==> config.mk <==
export PLATFORM = sky130hd
export DESIGN_NAME = dcs_sram
export DESIGN_NICKNAME = d
export VERILOG_FILES = /design/src/rtl/dcs_sram_pkg.sv /design/src/rtl/dcs_sram_sync.sv /design/src/rtl/dcs_sram_ctrl.sv /design/src/rtl/dcs_sram_array.sv /design/src/rtl/dcs_sram.sv
export SDC_FILE = /design/constraint.sdc
export NUM_CORES = 2
export LEC_CHECK = 0
export BUFFER_PORTS_ARGS = -buffer_cell sky130_fd_sc_hd__clkbuf_2
export CELL_PAD_IN_SITES_DETAIL_PLACEMENT = 1
export CELL_PAD_IN_SITES_GLOBAL_PLACEMENT = 1
export CORE_UTILIZATION = 30
export DETAILED_ROUTE_END_ITERATION = 8
export PLACE_DENSITY = 0.53
export SLEW_MARGIN = 25
export SYNTH_ARGS = -nofsm -noshare
export SYNTH_HDL_FRONTEND = slang
export SYNTH_SLANG_ARGS = --single-unit
==> constraint.sdc <==
create_clock -name clk_i -period 7.21 [get_ports clk_i]
set_input_delay 0.3605 -clock clk_i [delete_from_list [all_inputs] [get_ports clk_i]]
set_output_delay 0.3605 -clock clk_i [all_outputs]
set_load 0.01 [all_outputs]
==> src/rtl/dcs_sram_pkg.sv <==
package dcs_sram_pkg;
  typedef enum logic [1:0] {
    MODE_DESEL,
    MODE_OFF,
    MODE_READ,
    MODE_WRITE
  } dcs_mode_e;
endpackage

==> src/rtl/dcs_sram_sync.sv <==
module dcs_sram_sync #(
  parameter int W      = 8,
  parameter int STAGES = 2,
  parameter logic [W-1:0] RST_VAL = '0
) (
  input  logic         clk_i,
  input  logic         rst_ni,
  input  logic [W-1:0] d_i,
  output logic [W-1:0] q_o
);
  logic [W-1:0] st_q [STAGES];

  always_ff @(posedge clk_i or negedge rst_ni) begin
    if (!rst_ni) begin
      for (int i = 0; i < STAGES; i++) st_q[i] <= RST_VAL;
    end else begin
      st_q[0] <= d_i;
      for (int i = 1; i < STAGES; i++) st_q[i] <= st_q[i-1];
    end
  end

  assign q_o = st_q[STAGES-1];
endmodule

==> src/rtl/dcs_sram_ctrl.sv <==
module dcs_sram_ctrl
  import dcs_sram_pkg::*;
#(
  parameter int ADDR_W = 9,
  parameter int DATA_W = 8
) (
  input  logic              clk_i,
  input  logic              rst_ni,
  input  logic              cs1_n_i,
  input  logic              cs2_i,
  input  logic              oe_n_i,
  input  logic              we_n_i,
  input  logic [ADDR_W-1:0] addr_i,
  input  logic [DATA_W-1:0] data_i,
  output dcs_mode_e         mode_o,
  output logic              commit_o,
  output logic [ADDR_W-1:0] wr_addr_o,
  output logic [DATA_W-1:0] wr_data_o
);
  logic sel, win, win_q;

  assign sel = !cs1_n_i && cs2_i;
  // window open = overlap of both selects and write enable
  assign win = sel && !we_n_i;

  always_comb begin
    if (!sel)        mode_o = MODE_DESEL;
    else if (!we_n_i) mode_o = MODE_WRITE;
    else if (!oe_n_i) mode_o = MODE_READ;
    else             mode_o = MODE_OFF;
  end

  always_ff @(posedge clk_i or negedge rst_ni) begin
    if (!rst_ni) begin
      win_q     <= 1'b0;
      wr_addr_o <= '0;
      wr_data_o <= '0;
    end else begin
      win_q <= win;
      if (win) begin
        wr_addr_o <= addr_i;
        wr_data_o <= data_i;
      end
    end
  end

  // one pulse per window; needs a prior selected cycle, so deselected WE edges never write
  assign commit_o = win_q && !win;
endmodule

==> src/rtl/dcs_sram_array.sv <==
module dcs_sram_array #(
  parameter int ROW_W  = 4,
  parameter int COL_W  = 5,
  parameter int DATA_W = 8
) (
  input  logic                    clk_i,
  input  logic                    rst_ni,
  input  logic                    we_i,
  input  logic [ROW_W+COL_W-1:0]  waddr_i,
  input  logic [DATA_W-1:0]       wdata_i,
  input  logic [ROW_W+COL_W-1:0]  raddr_i,
  output logic [DATA_W-1:0]       rdata_o
);
  localparam int ROWS   = 1 << ROW_W;
  localparam int COLS   = 1 << COL_W;
  localparam int ADDR_W = ROW_W + COL_W;

  logic [DATA_W-1:0] mem [ROWS][COLS];

  logic [ROW_W-1:0] w_row, r_row;
  logic [COL_W-1:0] w_col, r_col;

  assign w_row = waddr_i[ADDR_W-1:COL_W];
  assign w_col = waddr_i[COL_W-1:0];
  assign r_row = raddr_i[ADDR_W-1:COL_W];
  assign r_col = raddr_i[COL_W-1:0];

  always_ff @(posedge clk_i) begin
    if (we_i) mem[w_row][w_col] <= wdata_i;
  end

  always_ff @(posedge clk_i or negedge rst_ni) begin
    if (!rst_ni) rdata_o <= '0;
    else         rdata_o <= mem[r_row][r_col];
  end
endmodule

==> src/rtl/dcs_sram.sv <==
module dcs_sram
  import dcs_sram_pkg::*;
#(
  parameter int ROW_W       = 4,
  parameter int COL_W       = 5,
  parameter int DATA_W      = 8,
  parameter int SYNC_STAGES = 2
) (
  input  logic                   clk_i,
  input  logic                   rst_ni,
  input  logic                   cs1_ni,
  input  logic                   cs2_i,
  input  logic                   oe_ni,
  input  logic                   we_ni,
  input  logic [ROW_W+COL_W-1:0] addr_i,
  input  logic [DATA_W-1:0]      dq_i,
  output logic [DATA_W-1:0]      dq_o,
  output logic                   dq_oe_o
);
  localparam int ADDR_W = ROW_W + COL_W;
  localparam int BUS_W  = 4 + ADDR_W + DATA_W;
  // idle pins: cs1 high, cs2 low, oe high, we high
  localparam logic [BUS_W-1:0] SYNC_RST = {4'b1011, {(ADDR_W+DATA_W){1'b0}}};

  logic [BUS_W-1:0]  raw, syn;
  logic              s_cs1_n, s_cs2, s_oe_n, s_we_n;
  logic [ADDR_W-1:0] s_addr, wr_addr;
  logic [DATA_W-1:0] s_data, wr_data;
  dcs_mode_e         mode;
  logic              commit;

  assign raw = {cs1_ni, cs2_i, oe_ni, we_ni, addr_i, dq_i};

  dcs_sram_sync #(.W(BUS_W), .STAGES(SYNC_STAGES), .RST_VAL(SYNC_RST)) u_sync (
    .clk_i (clk_i),
    .rst_ni(rst_ni),
    .d_i   (raw),
    .q_o   (syn)
  );

  assign {s_cs1_n, s_cs2, s_oe_n, s_we_n, s_addr, s_data} = syn;

  dcs_sram_ctrl #(.ADDR_W(ADDR_W), .DATA_W(DATA_W)) u_ctrl (
    .clk_i    (clk_i),
    .rst_ni   (rst_ni),
    .cs1_n_i  (s_cs1_n),
    .cs2_i    (s_cs2),
    .oe_n_i   (s_oe_n),
    .we_n_i   (s_we_n),
    .addr_i   (s_addr),
    .data_i   (s_data),
    .mode_o   (mode),
    .commit_o (commit),
    .wr_addr_o(wr_addr),
    .wr_data_o(wr_data)
  );

  dcs_sram_array #(.ROW_W(ROW_W), .COL_W(COL_W), .DATA_W(DATA_W)) u_array (
    .clk_i  (clk_i),
    .rst_ni (rst_ni),
    .we_i   (commit),
    .waddr_i(wr_addr),
    .wdata_i(wr_data),
    .raddr_i(s_addr),
    .rdata_o(dq_o)
  );

  assign dq_oe_o = (mode == MODE_READ);
endmodule

After elaboration in Yosys (flattened, before gate mapping)
Memory sizes are Yosys's and may differ from the RTL's.
Cells that the tools add are included.

storage, ports and cells
  output and inout bits = 9
  logic and storage cells = 30
  bits of input ports = 23
  memory bits (writable) = 4096
  memories = 1
  flip-flop bits (word level) = 68

operators by class
  eq/ne operators = 1
  magnitude comparators = 3
  bitwise logic cells = 2
  reductions and logical operators = 7
  muxes and demuxes = 10

memory list
  memory       depth  bits a word  rd ports  clocked after Yosys merged registers in  wr ports  RTL line              text
  u_array.mem  16     256          1         0                                        1         dcs_sram_array.sv:18  logic [DATA_W-1:0] mem [ROWS][COLS];

operators with widths
  cell                count
  $mux 256            1
  $bmux 8 s5          1
  $demux 8 s5         1
  $mux 8              3
  $ge 6x6->1 const B  2
  $not 5->6           2
  $lt 6x1->1 const B  1
  $mux 2              3
  $logic_and 1x1->1   4
  $logic_not 1->1     3
  $eq 2x2->1 const B  1
  $mux 1              1

Longest topological paths before layout
  depth after elaboration = 7
  gate-level depth with buffers = 14
  gate-level depth less buffers = 7

Cells and area by module
A second synthesis with hierarchy kept.

second synthesis, totals
  cells, all modules = 8136
  area total of the unflattened synthesis = 161911.5 sq um

modules (own cells, without submodules)
  module          cells an instance  area an instance (sq um)  instances  sequential area each (sq um)
  dcs_sram_array  8029               159939.6                  1          123198.2
  dcs_sram_sync   63                 1216.2                    1          1058.5
  dcs_sram_ctrl   43                 742.0                     1          450.4
  dcs_sram        1                  13.8                      1          0.0

Worst setup path before layout
Ideal clock, no wire load.

  kind = register -> register
  start = register u_ctrl.wr_data_o[0]
  end = memory u_array.mem[0][0] (netlist bit) (data pin)
  cell stages (with the launch flop) = 1
  setup time = 1.404 ns
  data arrival time = 6.062 ns
  path slack = -0.256 ns
  period minus slack after synthesis = 7.466 ns
  cell sequence = dfrtp_1

RTL lines
  what                    RTL line              text
  from (decl)             dcs_sram_ctrl.sv:18   output logic [DATA_W-1:0] wr_data_o
  from (signal assigned)  dcs_sram_ctrl.sv:42   wr_data_o <= data_i;
  to (decl)               dcs_sram_array.sv:18

No word-level cell before the write port.

Worst setup path in the final report
  start = register u_sync.st_q (netlist bit u_sync.q_o[13])
  end = register u_array.rdata_o[7]

on the way
  cells in the longest elaborated chain, start to end = 4

RTL lines
  what                                       RTL line              text
  from (decl)                                dcs_sram_sync.sv:11   logic [W-1:0] st_q [STAGES];
  $mem_v2 16x256                             --
  $bmux 8 s5                                 dcs_sram_array.sv:34  else rdata_o <= mem[r_row][r_col];
  $mux 8 (implied by the code) (2 in a row)  dcs_sram_array.sv:34
  to (signal assigned)                       dcs_sram_array.sv:34
  to (decl)                                  dcs_sram_array.sv:12  output logic [DATA_W-1:0] rdata_o

Every way passes these cells. The select of a mux whose other input is x is not followed.
A chain may end at the register's enable or synchronous reset.

==> impl_metrics.json <==
{
  "status": "finished, final reports clean",
  "drc": 0,
  "cts_tree": "done",
  "antenna_found_initial": 40,
  "cts_buffer_depth": 4,
  "crit_chain": "buf_12, buf_4, mux2i_1, o221ai_1, a21oi_1, o211a_1, nand4bb_1, a2111oi_1, and4_1",
  "clkSinkCount": 4164,
  "synth_edf_count": 4096,
  "row_count": 271,
  "drive_above_1_share_pct": 18.6,
  "synth.top_cells.by_area": "edfxtp_1 (75%), mux4_2 (8.0%), mux2i_1 (4.5%), nor2_1 (1.5%), o221ai_1 (1.1%)",
  "fmax_mhz": 184,
  "endpoint_kind": "register",
  "vias_per_cell": 5.30,
  "drtIter0Drc": 9013,
  "coreArea_mm2": 0.545,
  "crit_path_start_kind": "register",
  "grt_pass1_vias": 88400,
  "rsz0062_at_grt": "false",
  "antenna_left": 0,
  "post-cts-setup-buffers": 0,
  "synth_flop_cell": "edfxtp_1",
  "worst_pin_slew_ps": 1230,
  "fin_crit_sh_pct": 75.2,
  "slew_headroom_pct": 18.0,
  "finClkSkew_ps": 81.3,
  "place_congestion": 0.820,
  "clk_pin_slew_ps": 60,
  "grt_pass1_wl_mm": 728,
  "crit_type": "reg2reg",
  "num-nets-final": 8568,
  "fin_area_mm2": 0.186,
  "critPathMaxStageDelay_ps": 1070,
  "synthArstFlopShare_pct": 1.63,
  "synth_top_area_share_pct": 75.0,
  "critPathTopFamily": "compound AO/OA/AOI/OAI gates",
  "multiInputGateArea_mm2": 0.0356,
  "die_area_mm2": 0.549,
  "vias": 85600,
  "cts_buffers": 429,
  "arrival_ps": 6390,
  "synthesis.area_mm2": 0.164,
  "drtPass1Iterations": 5,
  "avgSynthCellArea_um2": 19.7,
  "fillCellCount": 54100,
  "hp-class": "in2reg",
  "wire_per_inst_um": 32.6,
  "clk_latency_ps": 1040,
  "cp_num_buf_inv": 2,
  "finalHoldViolations": 0,
  "chipHeight_um": 741,
  "htreeDepth": 5,
  "fin_crit_ps": 5420,
  "final.setup.tns_ps": 0,
  "netlist_instances": 8329,
  "syn_to_final_growth_pct": 13.6,
  "portBuffers": 31,
  "required_ps": 8170,
  "dp.cells": 15300,
  "layout.cells.non_filler": 16100,
  "die_width_um": 741,
  "grt_max_degree": 209,
  "grt_overflow": 0,
  "irDropWorstVdd_mv": 0.205,
  "critPathSlowestCell": "dfrtp_4",
  "root_buffer": "clkbuf_16",
  "cts_resized": 0,
  "ys_seq_area_share_pct": 76.1,
  "seqCellArea_mm2": 0.125,
  "synth_seq_cells": 4164,
  "synth_fp_nets": 8352,
  "drv_slew": 0,
  "placed_area_mm2": 0.172,
  "cp_max_fo": 70,
  "power_density_mw_per_mm2": 291,
  "wl_mm": 526,
  "cap_violations": 0,
  "static-leakage-power_uw": 0.0582,
  "start_util_pct": 30.1,
  "synthDistinctLibCells": 90,
  "post-dp-hpwl_mm": 321,
  "grtUsageTotal_pct": 18.6,
  "synth.largest_area_cell": "edfxtp_1",
  "finalSetupViolCount": 0,
  "ios": 32,
  "ys_warn_count": 0
}
cells in the final DEF, fill, tap and decap left out, types with 34 or more instances in the layout:
master / instances
mux2i_1: 742
o221ai_1: 206
bufinv_16: 39
and2_1: 34
clkinv_1: 100
o22ai_1: 221
buf_4: 204
edfxtp_1: 4096
nor2_1: 645
o21ai_0: 111
mux4_2: 583
clkbuf_16: 435
a31oi_1: 43
clkinv_2: 93
a21oi_1: 157
buf_12: 42
a211oi_1: 53
nand3_1: 38
nand2_1: 160
mux4_1: 61
mux2_2: 71
nor3_1: 93
clkbuf_1: 71
dfrtp_1: 47
dlygate4sd3_1: 37
layer usage:
metal | global-route usage (%) | up-vias | part of all wire, %
li1 | - | 34900 | -
met1 | 26.0 | 47100 | 44
met2 | 30.4 | 2897 | 48
met3 | 2.66 | 668 | 5.9
met4 | 4.87 | 14 | 2.8
met5 | 0 | - | 0.016
final cells by class:
type / count / share of cell area, %
multi-input combinational: 3623 / 19.1
tap: 7234 / 4.86
timing repair buffer: 321 / 1.63
clock inverter: 274 / 1.32
antenna: 16 / 0.0215
clock buffer: 510 / 6.02
sequential: 4164 / 67.0
inverter: 6 / 0.0202
synth_stat cells, drive strengths merged (8+ instances only):
cell and number:
nor2b 18, o211ai 8, o22ai 221, o221ai 210, a221oi 26, o21ai 116
mux2 71, clkbuf 211, a2111oi 37, o22a 11, nand3 45, a21oi 159
nor3 96, nand2 170, a31oi 43, a211o 16, nor2 652, and3 10
nand4 18, a22oi 24, o21a 18, buf 323, edfxtp 4096, dfrtp 62
mux4 644, a211oi 53, nor4 31, mux2i 742, or3 10, and2 36
power by group:
part	total, µW	leakage, µW	switching, µW	internal, µW
Clock	22100	0.00667	9650	12500
Combinational	4040	0.0139	3150	894
Sequential	28000	0.0377	298	27700
cells by family after synthesis:
group	share of synthesized area [%]
AOI/OAI and AO/OA	4.36
buffers and inverters	2.45
DFF	76.1
muxes	14.0
and+or+nand+nor	3.11
flip-flops by register name, summed over array words and instances (netlist names):
| name | cells |
|---|---|
| u_ctrl.wr_addr_o | 9 |
| u_sync.st_q | 21 |
| u_array.mem | 4096 |
| u_ctrl.win_q | 1 |
| u_array.rdata_o | 8 |
| u_sync.q_o | 21 |
| u_ctrl.wr_data_o | 8 |
stage by stage:
step / power [µW] / worst slack [ps] / hold WS [ps] / utilization (%)
6_report: 54200 / 1790 / 126 / 34.2
5_1_grt: 55500 / 1810 / 69.2 / 34.2
4_1_cts: 54600 / 1830 / 26.3 / 34.2
3_5_place_dp: 32600 / 1810 / 338 / 31.6
3_3_place_gp: 32500 / 940 / 335 / 31.6
2_1_floorplan: 30700 / 2930 / 64.9 / -
path summary, 6_finish.rpt:
check	endpoint	slack [ps]	cells after the start	start
worst max-delay path	u_array.rdata_o[7]	1790	9	u_sync.q_o[13]
worst min-delay path	u_sync.st_q[28]	130	2	dq_i[7]
worst max register to register	u_array.rdata_o[7]	1790	9	u_sync.q_o[13]
worst min register to register	u_sync.q_o[11]	350	0	u_sync.st_q[32]
max in group asynchronous	u_sync.q_o[9]	5800	4	rst_ni
min in group asynchronous	u_sync.q_o[18]	510	3	rst_ni
timing repair:
action / CTS / global route
endpoints found under the setup margin: 0 / 0
endpoints found under the hold margin: 57 / 0
hold buffers: 38 / 0
No activity file was read; power rests on OpenSTA's default activity.
